[src/rtl/ttb_pkg.sv]
package ttb_pkg;
    localparam int ADDR_W = 5;
    localparam int DATA_W = 32;
    localparam int CTL_EN = 0;
    localparam int CTL_AR = 1;
    localparam int CTL_LD = 2;
    localparam int CTL_W  = 3;

    typedef enum logic [1:0] {
        SEL_COUNT  = 2'd0,
        SEL_RELOAD = 2'd1,
        SEL_CTRL   = 2'd2,
        SEL_NONE   = 2'd3
    } sel_e;
endpackage

[src/rtl/ttb_prescaler.sv]
module ttb_prescaler #(
    parameter int PRE_W   = 8,
    parameter int PRE_RST = 3
) (
    input  logic             clk,
    input  logic             rst_n,
    input  logic             wr_rld,
    input  logic [PRE_W-1:0] wdata,
    output logic             tick,
    output logic [PRE_W-1:0] cnt,
    output logic [PRE_W-1:0] rld
);
    localparam logic [PRE_W-1:0] RST_RLD = PRE_W'(PRE_RST);

    typedef struct packed {
        logic [PRE_W-1:0] cnt;
        logic [PRE_W-1:0] rld;
        logic             tick;
    } pre_t;

    pre_t st_d, st_q;

    always_comb begin
        st_d      = st_q;
        st_d.tick = 1'b0;
        if (st_q.cnt == '0) begin
            st_d.cnt  = st_q.rld;
            st_d.tick = 1'b1;
        end else begin
            st_d.cnt = st_q.cnt - 1'b1;
        end
        if (wr_rld) begin
            st_d.rld = wdata;
        end
    end

    always_ff @(posedge clk or negedge rst_n) begin
        if (!rst_n) begin
            st_q.cnt  <= RST_RLD;
            st_q.rld  <= RST_RLD;
            st_q.tick <= 1'b0;
        end else begin
            st_q <= st_d;
        end
    end

    assign tick = st_q.tick;
    assign cnt  = st_q.cnt;
    assign rld  = st_q.rld;


    tick_reload_chk: assert property (@(posedge clk) disable iff (!rst_n)
        st_q.tick |-> st_q.cnt == $past(st_q.rld));
endmodule

[src/rtl/ttb_channel.sv]
module ttb_channel
    import ttb_pkg::*;
#(
    parameter int          W         = 16,
    parameter bit          IS_WDOG   = 1'b0,
    parameter logic [31:0] WDOG_INIT = 32'd0
) (
    input  logic             clk,
    input  logic             rst_n,
    input  logic             tick,
    input  logic             wr_rld,
    input  logic             wr_ctl,
    input  logic [W-1:0]     wdata,
    input  logic [CTL_W-1:0] ctl_in,
    output logic [W-1:0]     cnt,
    output logic [W-1:0]     rld,
    output logic             en,
    output logic             ar,
    output logic             irq
);
    localparam logic [W-1:0] RST_CNT = IS_WDOG ? WDOG_INIT[W-1:0] : '0;

    typedef struct packed {
        logic [W-1:0] cnt;
        logic [W-1:0] rld;
        logic         en;
        logic         ar;
        logic         ld;
        logic         irq;
    } chan_t;

    chan_t st_d, st_q;

    always_comb begin
        st_d     = st_q;
        st_d.irq = 1'b0;
        st_d.ld  = 1'b0;
        if (st_q.ld) begin
            st_d.cnt = st_q.rld;
        end else if (tick && st_q.en) begin
            if (st_q.cnt == '0) begin
                st_d.irq = 1'b1;
                if (st_q.ar) begin
                    st_d.cnt = st_q.rld;
                end else begin
                    st_d.cnt = '1;
                    st_d.en  = 1'b0;
                end
            end else begin
                st_d.cnt = st_q.cnt - 1'b1;
            end
        end
        if (wr_rld) begin
            st_d.rld = wdata;
        end
        if (wr_ctl) begin
            st_d.en = ctl_in[CTL_EN];
            st_d.ar = ctl_in[CTL_AR];
            st_d.ld = ctl_in[CTL_LD];
        end
    end

    always_ff @(posedge clk or negedge rst_n) begin
        if (!rst_n) begin
            st_q.cnt <= RST_CNT;
            st_q.rld <= RST_CNT;
            st_q.en  <= IS_WDOG;
            st_q.ar  <= 1'b0;
            st_q.ld  <= 1'b0;
            st_q.irq <= 1'b0;
        end else begin
            st_q <= st_d;
        end
    end

    assign cnt = st_q.cnt;
    assign rld = st_q.rld;
    assign en  = st_q.en;
    assign ar  = st_q.ar;
    assign irq = st_q.irq;


    load_copy_chk: assert property (@(posedge clk) disable iff (!rst_n)
        st_q.ld |=> st_q.cnt == $past(st_q.rld));


    idle_hold_chk: assert property (@(posedge clk) disable iff (!rst_n)
        (!st_q.en && !st_q.ld) |=> st_q.cnt == $past(st_q.cnt));


    irq_needs_tick_chk: assert property (@(posedge clk) disable iff (!rst_n)
        st_q.irq |-> $past(tick) && $past(st_q.en));
endmodule

[src/rtl/ttb_regport.sv]
module ttb_regport
    import ttb_pkg::*;
#(
    parameter int N_TMR = 3,
    parameter int PRE_W = 8,
    parameter int TMR_W = 16
) (
    input  logic                         wr_en,
    input  logic [ADDR_W-1:0]            wr_addr,
    input  logic [ADDR_W-1:0]            rd_addr,
    input  logic [PRE_W-1:0]             pre_cnt,
    input  logic [PRE_W-1:0]             pre_rld,
    input  logic [N_TMR-1:0][TMR_W-1:0]  ch_cnt,
    input  logic [N_TMR-1:0][TMR_W-1:0]  ch_rld,
    input  logic [N_TMR-1:0]             ch_en,
    input  logic [N_TMR-1:0]             ch_ar,
    output logic                         pre_wr,
    output logic [N_TMR-1:0]             ch_wr_rld,
    output logic [N_TMR-1:0]             ch_wr_ctl,
    output logic [DATA_W-1:0]            rd_data
);
    logic [2:0] wr_unit, rd_unit;
    sel_e       wr_sel, rd_sel;

    assign wr_unit = wr_addr[4:2];
    assign wr_sel  = sel_e'(wr_addr[1:0]);
    assign rd_unit = rd_addr[4:2];
    assign rd_sel  = sel_e'(rd_addr[1:0]);

    assign pre_wr = wr_en && (wr_unit == 3'd0) && (wr_sel == SEL_RELOAD);

    for (genvar k = 0; k < N_TMR; k++) begin : g_dec
        assign ch_wr_rld[k] = wr_en && (wr_unit == 3'(k + 1)) && (wr_sel == SEL_RELOAD);
        assign ch_wr_ctl[k] = wr_en && (wr_unit == 3'(k + 1)) && (wr_sel == SEL_CTRL);
    end

    always_comb begin
        rd_data = '0;
        if (rd_unit == 3'd0) begin
            case (rd_sel)
                SEL_COUNT:  rd_data[PRE_W-1:0] = pre_cnt;
                SEL_RELOAD: rd_data[PRE_W-1:0] = pre_rld;
                default:    rd_data = '0;
            endcase
        end
        for (int k = 0; k < N_TMR; k++) begin
            if (rd_unit == 3'(k + 1)) begin
                case (rd_sel)
                    SEL_COUNT:  rd_data[TMR_W-1:0] = ch_cnt[k];
                    SEL_RELOAD: rd_data[TMR_W-1:0] = ch_rld[k];
                    SEL_CTRL: begin
                        rd_data[CTL_EN] = ch_en[k];
                        rd_data[CTL_AR] = ch_ar[k];
                    end
                    default:    rd_data = '0;
                endcase
            end
        end
    end
endmodule

[src/rtl/tick_timer_bank.sv]
module tick_timer_bank
    import ttb_pkg::*;
#(
    parameter int          PRE_W     = 8,
    parameter int          TMR_W     = 16,
    parameter int          N_TMR     = 3,
    parameter int          IRQ_LINES = 16,
    parameter int          IRQ_BASE  = 5,
    parameter bit          SEP_IRQ   = 1'b1,
    parameter int          PRE_RST   = 3,
    parameter bit          WDOG_EN   = 1'b1,
    parameter logic [31:0] WDOG_INIT = 32'd1000
) (
    input  logic                 clk,
    input  logic                 rst_n,
    input  logic                 wr_en,
    input  logic [4:0]           wr_addr,
    input  logic [31:0]          wr_data,
    input  logic [4:0]           rd_addr,
    output logic [31:0]          rd_data,
    output logic                 tick_o,
    output logic [IRQ_LINES-1:0] irq_o,
    output logic                 wdog_o
);
    localparam int LAST   = N_TMR - 1;
    localparam int USED_A = (PRE_W > TMR_W) ? PRE_W : TMR_W;
    localparam int USED_W = (USED_A > CTL_W) ? USED_A : CTL_W;

    logic                        pre_wr;
    logic [PRE_W-1:0]            pre_cnt, pre_rld;
    logic [N_TMR-1:0][TMR_W-1:0] ch_cnt, ch_rld;
    logic [N_TMR-1:0]            ch_en, ch_ar, ch_irq, ch_wr_rld, ch_wr_ctl;

    if (USED_W < 32) begin : g_unused
        logic unused_wdata;
        assign unused_wdata = ^wr_data[31:USED_W];
    end

    ttb_prescaler #(.PRE_W(PRE_W), .PRE_RST(PRE_RST)) u_pre (
        .clk    (clk),
        .rst_n  (rst_n),
        .wr_rld (pre_wr),
        .wdata  (wr_data[PRE_W-1:0]),
        .tick   (tick_o),
        .cnt    (pre_cnt),
        .rld    (pre_rld)
    );

    for (genvar k = 0; k < N_TMR; k++) begin : g_ch
        ttb_channel #(
            .W         (TMR_W),
            .IS_WDOG   (WDOG_EN && (k == LAST)),
            .WDOG_INIT (WDOG_INIT)
        ) u_ch (
            .clk    (clk),
            .rst_n  (rst_n),
            .tick   (tick_o),
            .wr_rld (ch_wr_rld[k]),
            .wr_ctl (ch_wr_ctl[k]),
            .wdata  (wr_data[TMR_W-1:0]),
            .ctl_in (wr_data[CTL_W-1:0]),
            .cnt    (ch_cnt[k]),
            .rld    (ch_rld[k]),
            .en     (ch_en[k]),
            .ar     (ch_ar[k]),
            .irq    (ch_irq[k])
        );
    end

    ttb_regport #(.N_TMR(N_TMR), .PRE_W(PRE_W), .TMR_W(TMR_W)) u_reg (
        .wr_en     (wr_en),
        .wr_addr   (wr_addr),
        .rd_addr   (rd_addr),
        .pre_cnt   (pre_cnt),
        .pre_rld   (pre_rld),
        .ch_cnt    (ch_cnt),
        .ch_rld    (ch_rld),
        .ch_en     (ch_en),
        .ch_ar     (ch_ar),
        .pre_wr    (pre_wr),
        .ch_wr_rld (ch_wr_rld),
        .ch_wr_ctl (ch_wr_ctl),
        .rd_data   (rd_data)
    );

    always_comb begin
        irq_o = '0;
        for (int k = 0; k < N_TMR; k++) begin
            if (SEP_IRQ) irq_o[IRQ_BASE + k] = irq_o[IRQ_BASE + k] | ch_irq[k];
            else         irq_o[IRQ_BASE]     = irq_o[IRQ_BASE] | ch_irq[k];
        end
    end

    logic wdog_d, wdog_q;

    always_comb begin
        wdog_d = wdog_q;
        if (WDOG_EN && ch_irq[LAST]) wdog_d = 1'b1;
    end

    always_ff @(posedge clk or negedge rst_n) begin
        if (!rst_n) wdog_q <= 1'b0;
        else        wdog_q <= wdog_d;
    end

    assign wdog_o = wdog_q;


    wdog_sticky_chk: assert property (@(posedge clk) disable iff (!rst_n)
        wdog_o |=> wdog_o);


    wdog_cause_chk: assert property (@(posedge clk) disable iff (!rst_n)
        $rose(wdog_o) |-> $past(ch_irq[LAST]));


    irq_after_tick_chk: assert property (@(posedge clk) disable iff (!rst_n)
        (|irq_o) |-> $past(tick_o));
endmodule

[config.mk]
export PLATFORM = sky130hd
export DESIGN_NAME = tick_timer_bank
export DESIGN_NICKNAME = d
export VERILOG_FILES = /design/src/rtl/ttb_pkg.sv /design/src/rtl/ttb_prescaler.sv /design/src/rtl/ttb_channel.sv /design/src/rtl/ttb_regport.sv /design/src/rtl/tick_timer_bank.sv
export SDC_FILE = /design/constraint.sdc
export NUM_CORES = 1
export LEC_CHECK = 0
export BUFFER_PORTS_ARGS = -buffer_cell sky130_fd_sc_hd__buf_2
export CAP_MARGIN = 30
export CORE_MARGIN = 2
export CORE_UTILIZATION = 59
export DETAILED_ROUTE_END_ITERATION = 8
export GPL_TIMING_DRIVEN = 0
export HOLD_SLACK_MARGIN = 0.03
export PLACE_DENSITY_LB_ADDON = 0.25
export SLEW_MARGIN = 20
export SYNTH_ARGS = -nofsm -noshare
export SYNTH_HDL_FRONTEND = slang
export SYNTH_SLANG_ARGS = --single-unit
[constraint.sdc]
create_clock -name clk -period 2.9 [get_ports clk]
set_clock_uncertainty 0.1 [all_clocks]
set_input_delay 0.29 -clock clk [delete_from_list [all_inputs] [get_ports clk]]
set_output_delay 0.29 -clock clk [all_outputs]
set_load 0.005 [all_outputs]
# ---- After elaboration in Yosys (flattened, before gate mapping)
# Cells that the tools add are included.
dict set report classes {
  n_addsub 4
  n_mul 0
  div_mod_pow 0
  order_cmp 0
  eq_ne 16
  n_shift 0
  n_mux 51
  bitwise 0
  reduce_logical 34
}
# operator n
set op_table {}
lappend op_table {{2-to-1 mux 16 bit} 14}
lappend op_table {{case mux 14 bit (3 select lines)} 3}
lappend op_table {{2-to-1 mux 32 bit} 3}
lappend op_table {{logical NOT 16 bit} 3}
lappend op_table {{subtractor 16 x 1 -> 16 bit, second input constant} 3}
lappend op_table {{2-to-1 mux 1 bit} 22}
lappend op_table {{case mux 2 bit (3 select lines)} 3}
lappend op_table {{nonzero test 2 bit} 9}
lappend op_table {{2-to-1 mux 8 bit} 2}
lappend op_table {{case mux 8 bit (2 select lines)} 1}
lappend op_table {{logical AND 1 bit} 14}
lappend op_table {{== test 3 x 2 -> 1 bit, second input constant} 4}
lappend op_table {{inequality test 2 x 1 -> 1 bit, second input constant} 6}
lappend op_table {{AND reduction 4 bit} 3}
lappend op_table {{2-to-1 mux 3 bit} 3}
lappend op_table {{logical NOT 8 bit} 1}
lappend op_table {{subtractor 8 x 1 -> 8 bit, second input constant} 1}
lappend op_table {{== test 3 x 1 -> 1 bit, second input constant} 2}
lappend op_table {{logical NOT 3 bit} 2}
lappend op_table {{== test 2 x 1 -> 1 bit, second input constant} 2}
lappend op_table {{== test 2 bit, second input constant} 2}
lappend op_table {{OR reduction 3 bit} 1}
lappend op_table {{logical NOT 2 bit} 1}
dict set report totals {
  register_bits 126
  latch_bits 0
  ram_bits 0
  romBits 0
  in_bits 45
  output_inout_bits 50
  elab_cells 127
  mem_count 0
}

# ---- Logic depth before layout (Yosys ltp)
dict set report logic_depth {
  depth_word 9
  depth_mapped 9
  ltp_nobuf 7
}

# ---- Modules after synthesis
# A second synthesis with hierarchy kept.
dict set report unflattened {
  cells_unflattened 983
  hier_area_um2 9308.9
}
# module n_inst cells_each area_each_um2 seq_area_each_um2
set by_module_without_submodules {}
lappend by_module_without_submodules {{ttb_channel (g_ch[0].u_ch ...)} 2 261 2391.0 900.9}
lappend by_module_without_submodules {{ttb_channel (g_ch[2].u_ch)} 1 261 2407.3 917.1}
lappend by_module_without_submodules {ttb_regport 1 118 1157.4 0.0}
lappend by_module_without_submodules {ttb_prescaler 1 66 829.5 430.4}
lappend by_module_without_submodules {tick_timer_bank 1 16 132.6 25.0}

# ---- Least setup slack after synthesis
# Ideal clock, no wire load.
dict set report synth_timing {
  path_kind {flip-flop to flip-flop}
  startpoint {register g_ch[1].u_ch.cnt[0] (netlist name)}
  endpoint {register g_ch[1].u_ch.cnt[10] (netlist name)}
  setup_time_ns 0.131
  arrival_time_ns 1.903
  t_required_ns 2.669
  path_slack_ns 0.766
  stages_incl_launch_ff 9
  n_path_buf 1
  synth_period_minus_slack_ns 2.134
  cell_sequence {dfrtp_1 clkbuf_1 inv_1 ha_1 nor3b_1 and4_1 nor3_1 and4_1 a211oi_1}
}
dict set report synth_via {
  elab_chain_cells 4
  elab_cells_between_ends 5
  classes_between {1 x add/sub; 3 x mux; 1 x reduce/logical}
}
# item line_no
set synth_lines {}
lappend synth_lines {{subtractor 16 x 1 -> 16 bit or logical NOT 16 bit (tied branches)} {ttb_channel.sv:50, ttb_channel.sv:41}}
lappend synth_lines {{2-to-1 mux 16 bit (*)} ttb_channel.sv:41} ;# if (st_q.cnt == '0) begin
lappend synth_lines {{2-to-1 mux 16 bit (*)} ttb_channel.sv:40} ;# end else if (tick && st_q.en) begin
lappend synth_lines {{2-to-1 mux 16 bit (*)} ttb_channel.sv:38} ;# if (st_q.ld) begin
# Every way passes the cells marked *; elsewhere a longest branch is shown, timed or not. The select of a mux whose other input is x is not followed.
# A chain may end at the register's enable or synchronous reset.

# ---- Final worst setup path
dict set report layout_timing {
  startpoint {register g_ch[1].u_ch.cnt[0] (netlist name)}
  endpoint {register g_ch[1].u_ch.cnt[10] (netlist name)}
}
dict set report layout_via {
  elab_chain_cells 4
  elab_cells_between_ends 5
  classes_between {1 x add/sub; 3 x mux; 1 x reduce/logical}
}
# item line_no
set layout_lines {}
lappend layout_lines {{subtractor 16 x 1 -> 16 bit or logical NOT 16 bit (tied branches)} {ttb_channel.sv:50, ttb_channel.sv:41}}
lappend layout_lines {{2-to-1 mux 16 bit (*)} ttb_channel.sv:41}
lappend layout_lines {{2-to-1 mux 16 bit (*)} ttb_channel.sv:40}
lappend layout_lines {{2-to-1 mux 16 bit (*)} ttb_channel.sv:38}
# Marked as above.

==> impl_metrics.toml <==
[run_status]
outcome = "finished, final reports clean"

[timing]
tightestPinTransition_ns = 0.9409
fin_crit_ns = 2.751
relSlewSlack_pct = 36.79
hold_viol_final = 0
final-max-slew-violation-count = 0
rsz0062_at_grt = "false"
timing.final.crit_share_pct = 94.86
fin_setup_tns_ns = 0
finalSetupViolCount = 0
max_freq_mhz = 363.5

[final_layout]
num-nets-final = 937
fill_cells = 996
drive_gt1_share_pct = 24.64
n_antenna_cell = 0
syn_to_final_growth_pct = 16.59
final_cells = 1069

[detailed_routing]
drtAntennaViolNets = 0
wl_um = 23430
drt_iter0_drc = 706
dr.pass1.iters = 6
route.detailed.drc = 0
via_per_inst = 6.694
vias = 7156
wire_per_inst_um = 21.92

[clock_network]
htree_levels = 4
cts_resized = 0
clk_path_buf_depth = 2
cts_tree = "built"
numCtsBuffers = 17
clock-sinks = 126
clock_latency_ns = 0.43
clockRootBuffer = "clkbuf_16"
clk_pin_slew_ns = 0.06

[pwr]
p_per_area_nw_per_um2 = 785.5
combPwrFrac_pct = 27.0
p_leak_nw = 3.969
p_sw_share_pct = 35.69
p_switching_mw = 2.505
irDropWorstVdd_mv = 0.4955
p_seq_share_pct = 40.0
pwr-share-clk_pct = 33.0
power.internal_mw = 4.514

[global_routing]
grt_max_degree = 71
overflow = 0
antenna_found_initial = 0
grt_pass1_vias = 6810
grt_first_pass_wirelength_um = 37240
grt_util_all_layers_pct = 34.48

[floorplan]
core_area_um2 = 12670
initial_utilization_pct = 60.48
ioPinCount = 95
dieWidth_um = 118.0
dieArea_um2 = 13920
fp.dieH_um = 118.0
row_count = 41

[yosys]
ys_seq_area_share_pct = 41.42
synthMuxAreaShare_pct = 14.71
syn_area_um2 = 7664
ys_warn_count = 0
synthFlopType = "dfrtp_1"
synth-compound-area-share_pct = 16.70
avgSynthCellArea_um2 = 9.775
synth_top_family_by_area = "simple AND/OR/NAND/NOR gates"
synth_edf_count = 0
synthArstFlopShare_pct = 100.0
syn_inst = 784
ys_seq_elements = 126
synth_xor_area_share_pct = 0.5714
ys_types = 71
synth_adder_area_share_pct = 1.306
yosys.area_share.simple_pct = 18.87

[placement]
dp_cells = 1034
gp_congestion = 0.9994
port_buffers = 49
dp_hpwl_um = 16890

[setup_path]
worstSetupEndpointType = "flop"
cp_cell_sequence = "clkbuf_1 > inv_1 > ha_1 > nor3b_1 > and4_1 > nor3_1 > and4_1 > a211oi_1"
cp_common_cell = "and4_1"
crit_path_start_kind = "flop"
arrival_ns = 2.94
critical_path.max_stage_delay_ns = 0.73
slowest_stage = "nor3_1"
critical_path_required_ns = 3.09
critical_path_class = "flop to flop"
cp_max_fo = 8

[hold_path]
hp-class = "input pin to flop"

[run]
max-cap-violations = 0
==> flip-flops by register name, indices dropped and copies added (netlist names) <==
register / flops
g_ch.u_ch.cnt: 48
g_ch.u_ch.rld: 48
u_pre.cnt: 8
u_pre.rld: 8
g_ch.u_ch.ar: 3
g_ch.u_ch.en: 3
g_ch.u_ch.irq: 3
g_ch.u_ch.st_q: 3
u_pre.tick: 1
wdog_o: 1
==> cells in the mapped netlist, drive strengths merged (3+ instances only) <==
| library cell | number | share of area (%) |
|---|---|---|
| a211oi | 11 | 1.1 |
| a21oi | 42 | 2.7 |
| a221o | 3 | 0.39 |
| a311oi | 9 | 1.0 |
| a31oi | 10 | 1.0 |
| and2 | 3 | 0.24 |
| and3 | 9 | 0.73 |
| and4 | 7 | 0.80 |
| buf | 49 | 4.2 |
| clkbuf | 25 | 1.2 |
| dfrtp | 109 | 36 |
| dfstp | 17 | 5.8 |
| ha | 8 | 1.3 |
| inv | 17 | 0.83 |
| mux2 | 53 | 7.8 |
| mux2i | 53 | 6.9 |
| nand2 | 43 | 2.1 |
| nand2b | 5 | 0.41 |
| nand3 | 13 | 0.85 |
| nand4 | 13 | 1.1 |
| nand4b | 3 | 0.34 |
| nor2 | 71 | 3.5 |
| nor2b | 5 | 0.41 |
| nor3 | 34 | 2.4 |
| nor3b | 6 | 0.65 |
| nor4 | 22 | 2.4 |
| nor4b | 5 | 0.65 |
| o21a | 3 | 0.29 |
| o21ai | 39 | 2.5 |
| o221a | 8 | 1.2 |
| o221ai | 7 | 0.80 |
| o22a | 16 | 1.8 |
| o22ai | 4 | 0.33 |
| o31a | 5 | 0.57 |
| o41ai | 3 | 0.34 |
| or3 | 8 | 0.65 |
| or4 | 8 | 0.83 |
| xnor2 | 3 | 0.34 |
==> routing by layer <==
| layer | share of wire, % | vias to the layer above | global-route usage (%) |
|---|---|---|---|
| met1 | 40 | 3490 | 47.92 |
| met2 | 46 | 486 | 52.80 |
| met5 | 0 | - | 0 |
| met4 | 3.9 | 0 | 16.57 |
| met3 | 10 | 78 | 5.620 |
| li1 | - | 3102 | - |
==> cells by family (layout without fill, tap and decap cells) <==
group                      count (synthesis)  after routing
muxes                                    106            106
DFF                                      126            126
and+or+nand+nor                          263            263
buffers and inverters                     93            178
xor gates and xnor gates                   5              5
AOI/OAI and AO/OA                        182            182
other                                      1             29
adders and majority gates                  8              8
==> final cells by class <==
| class | instances | area, um2 | share of cell area (%) |
|---|---|---|---|
| buffer | 74 | 416.7 | 4.663 |
| clock buffer | 20 | 456.7 | 5.111 |
| clock inverter | 12 | 185.2 | 2.073 |
| inverter | 19 | 71.32 | 0.7982 |
| multi-input combinational | 593 | 4106 | 45.96 |
| sequential | 126 | 3174 | 35.53 |
| tap | 172 | 215.2 | 2.409 |
| timing repair buffer | 53 | 309.0 | 3.459 |
==> repair_timing <==
item | CTS | global route
buffers inserted | 0 | 0
endpoints found under the hold margin | 43 | 0
setup endpoints to repair | 0 | 0
hold buffers | 3 | 0
==> power by group through the flow <==
| stage | clock, mW | sequential, mW | combinational [mW] |
|---|---|---|---|
| 6_report | 2.31 | 2.81 | 1.90 |
| 5_1_grt | 2.41 | 2.84 | 2.09 |
| 4_1_cts | 2.32 | 2.77 | 1.85 |
| 3_5_place_dp | 0 | 2.79 | 1.82 |
| 3_3_place_gp | 0 | 2.76 | 1.74 |
| 2_1_floorplan | 0 | 2.57 | 1.40 |
==> worst max-delay path: cells and delay by family, from the launching register on <==
kind	cells	cell delay (ns)
fa+ha+maj	1	0.26
simple gates	4	1.45
buf+inv	2	0.44
flops	1	0.33
compound gates	1	0.05
==> path summary, 6_finish.rpt <==
kind / startpoint / endpoint / slack, ns / depth (start not counted)
setup reg to reg: g_ch[1].u_ch.cnt[0] / g_ch[1].u_ch.cnt[10] / 0.15 / 8
setup / recovery: g_ch[1].u_ch.cnt[0] / g_ch[1].u_ch.cnt[10] / 0.15 / 8
min in group asynchronous: rst_n / g_ch[0].u_ch.cnt[10] / 0.32 / 2
hold / removal: wr_addr[3] / g_ch[2].u_ch.st_q[1] / 0.06 / 3
hold reg to reg: g_ch[2].u_ch.irq / wdog_o / 0.36 / 1
max in group asynchronous: rst_n / u_pre.rld[1] / 1.63 / 3
==> per-stage QoR <==
step / hold slack (ns) / setup WS (ns) / utilization, % / power (mW) / area [um2]
after floorplan: -0.1056 / 0.7656 / - / 3.969 / 7769
after global placement: 0.3446 / -0.1775 / 64.95 / 4.502 / 8229
after detailed placement: 0.1880 / 0.2233 / 65.21 / 4.609 / 8263
after CTS: 0.05525 / 0.1999 / 70.51 / 6.937 / 8935
after global routing: 0.06097 / 0.002707 / 70.51 / 7.339 / 8935
final: 0.06429 / 0.1490 / 70.51 / 7.018 / 8935
==> placed cells by master, fill, tap and decap left out, types with 8 or more instances in the layout <==
cell type,synthesis,layout
a211oi_1,11,11
a21oi_1,42,42
a311oi_1,9,9
a31oi_1,9,9
and3_1,9,9
buf_2,12,60
buf_4,33,33
clkbuf_1,25,26
clkbuf_16,0,17
conb_1,1,29
dfrtp_1,109,109
dfstp_2,17,17
ha_1,8,8
inv_1,17,17
mux2_2,53,53
mux2i_1,53,53
nand2_1,43,43
nand3_1,13,13
nand4_1,13,13
nor2_1,71,71
nor3_1,32,32
nor4_1,16,16
o21ai_0,39,39
o22a_1,16,16
or3_1,8,8
No activity file was read; power rests on OpenSTA's default activity.
